[src/rtl/latched_sipo_pkg.sv]
package latched_sipo_pkg;
  localparam int unsigned SYNC_DEPTH = 2;
  localparam int unsigned STROBE_NUM = 2;
  localparam int unsigned IDX_SHIFT  = 0;
  localparam int unsigned IDX_STORE  = 1;

  function automatic logic rise_det(input logic prev, input logic cur);
    return cur & ~prev;
  endfunction
endpackage

[src/rtl/sipo_edge_sync.sv]
module sipo_edge_sync #(
  parameter int unsigned STAGES = 2
) (
  input  logic clk,
  input  logic rst_n,
  input  logic pin,
  output logic pulse
);
  import latched_sipo_pkg::*;

  logic [STAGES-1:0] sync_q;
  logic              last_q;

  always_ff @(posedge clk or negedge rst_n) begin
    if (!rst_n) begin
      sync_q <= '0;
      last_q <= 1'b0;
    end else begin
      sync_q <= {sync_q[STAGES-2:0], pin};
      last_q <= sync_q[STAGES-1];
    end
  end

  assign pulse = rise_det(last_q, sync_q[STAGES-1]);
endmodule

[src/rtl/sipo_shift_chain.sv]
module sipo_shift_chain #(
  parameter int unsigned W = 8
) (
  input  logic         clk,
  input  logic         rst_n,
  input  logic         clear_n,
  input  logic         shift_en,
  input  logic         ser_in,
  output logic [W-1:0] chain_q
);
  function automatic logic [W-1:0] shift_next(input logic [W-1:0] cur, input logic b);
    return {cur[W-2:0], b};
  endfunction

  logic chain_rst_n;
  assign chain_rst_n = rst_n & clear_n;

  always_ff @(posedge clk or negedge chain_rst_n) begin
    if (!chain_rst_n) chain_q <= '0;
    else if (shift_en) chain_q <= shift_next(chain_q, ser_in);
  end
endmodule

[src/rtl/sipo_store_reg.sv]
module sipo_store_reg #(
  parameter int unsigned W = 8
) (
  input  logic         clk,
  input  logic         rst_n,
  input  logic         load,
  input  logic [W-1:0] d,
  output logic [W-1:0] q
);
  always_ff @(posedge clk or negedge rst_n) begin
    if (!rst_n) q <= '0;
    else if (load) q <= d;
  end
endmodule

[src/rtl/latched_sipo.sv]
module latched_sipo #(
  parameter int unsigned W = 8
) (
  input  logic         clk,
  input  logic         rst_n,
  input  logic         shift_pin,
  input  logic         store_pin,
  input  logic         clear_n,
  input  logic         oe_n,
  input  logic         ser_in,
  output logic [W-1:0] par_data,
  output logic [W-1:0] par_oe,
  output logic         ser_out
);
  import latched_sipo_pkg::*;

  function automatic logic [W-1:0] drive_mask(input logic en_n);
    return {W{~en_n}};
  endfunction

  logic [STROBE_NUM-1:0] pins;
  logic [STROBE_NUM-1:0] pulses;
  logic                  shift_pulse;
  logic                  store_pulse;
  logic [W-1:0]          chain_q;

  assign pins[IDX_SHIFT] = shift_pin;
  assign pins[IDX_STORE] = store_pin;

  for (genvar g = 0; g < STROBE_NUM; g++) begin : g_sync
    sipo_edge_sync #(.STAGES(SYNC_DEPTH)) u_sync (
      .clk   (clk),
      .rst_n (rst_n),
      .pin   (pins[g]),
      .pulse (pulses[g])
    );
  end

  assign shift_pulse = pulses[IDX_SHIFT];
  assign store_pulse = pulses[IDX_STORE];

  sipo_shift_chain #(.W(W)) u_chain (
    .clk      (clk),
    .rst_n    (rst_n),
    .clear_n  (clear_n),
    .shift_en (shift_pulse),
    .ser_in   (ser_in),
    .chain_q  (chain_q)
  );

  sipo_store_reg #(.W(W)) u_store (
    .clk   (clk),
    .rst_n (rst_n),
    .load  (store_pulse),
    .d     (chain_q),
    .q     (par_data)
  );

  assign ser_out = chain_q[W-1];
  assign par_oe  = drive_mask(oe_n);
endmodule

[config.mk]
export PLATFORM = sky130hd
export DESIGN_NAME = latched_sipo
export DESIGN_NICKNAME = d
export VERILOG_FILES = /design/src/rtl/latched_sipo_pkg.sv /design/src/rtl/sipo_edge_sync.sv /design/src/rtl/sipo_shift_chain.sv /design/src/rtl/sipo_store_reg.sv /design/src/rtl/latched_sipo.sv
export SDC_FILE = /design/constraint.sdc
export NUM_CORES = 1
export LEC_CHECK = 0
export BUFFER_PORTS_ARGS = -buffer_cell sky130_fd_sc_hd__clkbuf_2
export CORE_UTILIZATION = 48
export CTS_CLUSTER_DIAMETER = 80
export DETAILED_ROUTE_END_ITERATION = 8
export GPL_TIMING_DRIVEN = 0
export HOLD_SLACK_MARGIN = 0.15
export PLACE_DENSITY = 0.74
export SLEW_MARGIN = 20
export SYNTH_ARGS = -nofsm -noshare
export SYNTH_HDL_FRONTEND = slang
export SYNTH_SLANG_ARGS = --single-unit
[constraint.sdc]
create_clock -name clk -period 1.23 [get_ports clk]
set_input_delay 0.0615 -clock clk [delete_from_list [all_inputs] [get_ports clk]]
set_output_delay 0.0615 -clock clk [all_outputs]
set_load 0.1 [all_outputs]
## After elaboration in Yosys (flattened, before gate mapping)

Cells that the tools add are included.

- Flip-flop bits (word level): 22
- Logic and storage cells: 12

- Bitwise logic cells: 6

Operators by type and width:

| operator | number |
|---|---|
| $and 1x1->1 | 3 |
| $not 1->1 | 3 |

## Depth between registers and ports, before layout

- Word-level depth: 2
- Depth in mapped cells: 3
- Gate-level depth less buffers: 2

## Hierarchy

A second synthesis with hierarchy kept.

- Cells, all modules: 51
- Area total of the unflattened synthesis: 903.4 sq um

By module, submodules not included:

| module | times used | cells an instance | area an instance (sq um) | seq. area each (sq um) |
|---|---|---|---|---|
| sipo_shift_chain | 1 | 18 | 337.8 | 200.2 |
| sipo_store_reg | 1 | 17 | 331.6 | 200.2 |
| sipo_edge_sync | 2 | 4 | 88.8 | 75.1 |
| latched_sipo | 1 | 8 | 56.3 | 0.0 |

## Least setup slack after synthesis

Ideal clock, no wire load.

- Path type: reg2reg
- Start point: reg, netlist name u_chain.chain_q[7]
- End point: reg u_chain.chain_q[7]
- Library setup time: 0.126 ns
- Data arrival time: 1.143 ns
- Setup slack: -0.040 ns
- Cell stages (with the launch flop): 2
- Clock period less this slack: 1.270 ns
- Path through: dfrtp_1 mux2_4

RTL lines:

| item | RTL line | source |
|---|---|---|
| end signal: assignment | sipo_shift_chain.sv:20 | `else if (shift_en) chain_q <= shift_next(chain_q, ser_in);` |
| end: declaration | sipo_shift_chain.sv:9 | `output logic [W-1:0] chain_q` |

## Final worst setup path

- Start point: reg u_store.q[1]
- End point: out par_data[1]

RTL lines:

| item | RTL line | source |
|---|---|---|
| start: declaration | sipo_store_reg.sv:8 | `output logic [W-1:0] q` |
| start signal: assignment | sipo_store_reg.sv:11 | `if (!rst_n) q <= '0;` |
| start signal: assignment | sipo_store_reg.sv:12 | `else if (load) q <= d;` |
| end: declaration | latched_sipo.sv:11 | `output logic [W-1:0] par_data,` |

No word-level cell between the ends.

==> flow_summary_export.csv <==
group,metric,value,unit
outcome,status,"completed",
critical_path,cp-startpoint,"u_store.q[1]",
grt,grt_pass1_vias,475,
grt,grt_max_degree,16,
final_layout,final_cell_mix,"mux2_4, clkbuf_2, dfrtp_1",
critical_path,critPathTopFamily,"buffers and inverters",
routing,routed_wl,1373,um
routing,drc,0,
clock_network,root_buffer,"clkbuf_4",
timing,tightest_slew,540.9,ps
final_layout,layout-drive-gt1-share,77.11,%
final_layout,nets,91,
synthesis,synth_cell_types,8,
clock_network,cts.clk_slew.worst_paths,130,ps
critical_path,r2r_setup_slack,140,ps
critical_path,critPathLaunchType,"flip-flop",
synthesis,syn-cell-area,903.4,um2
critical_path,crit_chain,"clkbuf_2",
grt,grt_antenna_before_repair,0,
critical_path,rr_endpoint,"u_store.q[1]",
critical_path,critical_path_buf_inv_count,1,
routing,via_count,470,
clock_network,clk_latency,310,ps
synthesis,synth_cells,51,
floorplanning,core,0.001745,mm2
routing,antenna_left,0,
synthesis,synth_area_per_cell,17.71,um2
floorplanning,start_util,51.76,%
timing,relSlewSlack,64.09,%
synthesis,yosys_warnings,0,
floorplanning,num_rows,15,
timing,fin_skew,14.02,ps
critical_path,cp_slowest_stage_delay,450,ps
timing,max_freq,0.8436,GHz
grt,grt_pass1_wl,2187,um
final_layout,final_common_cell,"mux2_4",
routing,vias_per_cell,4.352,
final_layout,n_antenna_cell,0,
grt,overflow,0,
placed_design,io_buffers,23,
timing,setup_viol,0,
critical_path,cp.required,1170,ps
clock_network,cts.path.max_buffers,2,
synthesis,ys_ff_latch,22,
critical_path,crit-reg2reg-launch,"g_sync[1].u_sync.sync_q[1]",
floorplanning,ios,24,
timing,setup_tns,0,ps
grt,grt.total_usage,15.78,%
timing,post-route-period-util,96.38,%
critical_path,critical_path_class,"flip-flop to output pin",
critical_path,reg2reg_depth,3,
routing,drt_pass1_iterations,4,
floorplanning,die_w,45.38,um
placed_design,place.gp.congestion,0.6655,
run,drv_cap,0,
clock_network,cts-htree-levels,1,
clock_network,cts.sinks,22,
timing,rsz0062_at_grt,"no",
critical_path,crit_slowest_cell,"clkbuf_2",
floorplanning,die_y,45.38,um
synthesis,syn_nets,58,
hold_path,hp-class,"input pin to asynchronous set/reset pin",
clock_network,cts_tree,"built",
critical_path,critPathCaptureType,"output pin",
critical_path,crit_fanout,2,
routing,wl_per_cell,12.71,um
timing,min_period,1185,ps
routing,drt-initial-drc-count,5,
floorplanning,dieArea,0.002059,mm2
timing,finalMaxSlewViolations,0,
clock_network,cts_buffers,3,
synthesis,ys_seq_area_share,60.94,%
placed_design,hpwl,942.6,um
timing,hold_viol,0,
critical_path,cp_data_arrival_time,1120,ps
final_layout,syn_to_final_growth,29.50,%
final cells by class:
type | instances | area [um2]
Multi-Input combinational cell | 19 | 274.0
Timing Repair Buffer | 28 | 167.7
Fill cell | 129 | 575.6
Inverter | 1 | 7.507
Sequential cell | 22 | 561.8
Clock buffer | 3 | 22.52
Tap cell | 25 | 31.28
Clock inverter | 1 | 30.03
Buffer | 9 | 75.07
logic make-up (layout without fill, tap and decap cells):
kind of cell           after synthesis  in the layout  share of synthesized area, %
DFF                                 22             22                         60.94
buffers and inverters               10             42                         8.725
and+or+nand+nor                      3              3                         3.739
muxes                               16             16                         26.59
flip-flops by register name (all words and copies together) (netlist names):
name / count
g_sync.u_sync.sync_q: 4
u_chain.chain_q: 8
g_sync.u_sync.last_q: 2
u_store.q: 8
stage by stage:
stage / instances / cell area [um2] / util (%) / worst slack (ps) / hold WS [ps]
after floorplan: 51 / 918.4 / - / 182.4 / -234.1
after global placement: 99 / 1065 / 61.00 / 161.6 / -18.31
after detailed placement: 99 / 1065 / 61.00 / 147.0 / -12.36
after CTS: 108 / 1167 / 66.88 / 8.124 / 177.5
after global routing: 108 / 1170 / 67.03 / 2.105 / 192.8
final: 108 / 1170 / 67.03 / 44.58 / 165.0
how the worst max path moves through the flow:
stage / slack (ps) / cells after the start / to
3_5_place_dp: 150 / 3 / u_store.q[7]
2_1_floorplan: 180 / 1 / u_chain.chain_q[7]
3_3_place_gp: 160 / 3 / u_chain.chain_q[2]
5_1_grt: 2 / 1 / par_data[1]
6_report: 40 / 1 / par_data[1]
4_1_cts: 8 / 1 / ser_out
synthesized netlist by cell type:
cell type / instances / share of area (%)
nor2b_4: 1 / 1.5
and2_1: 1 / 0.69
mux2_4: 16 / 27
nand2b_4: 1 / 1.5
buf_4: 7 / 5.8
inv_1: 1 / 0.42
buf_6: 2 / 2.5
dfrtp_1: 22 / 61
routing by layer:
layer  global-route usage (%)  routed length [um]
met1                    20.10                 635
met2                    25.43                 671
met3                    4.762                  53
met4                    5.455                  12
met5                        0                   0
what timing repair did:
item	CTS	global route
gates resized for setup	0	9
hold buffers	5	0
endpoints found under the hold margin	25	0
buffers inserted	0	0
setup endpoints to repair	0	8
Power is left out: the tool's default activity adds up to more than one toggle a clock period on the data nets, which glitch-free logic cannot reach.
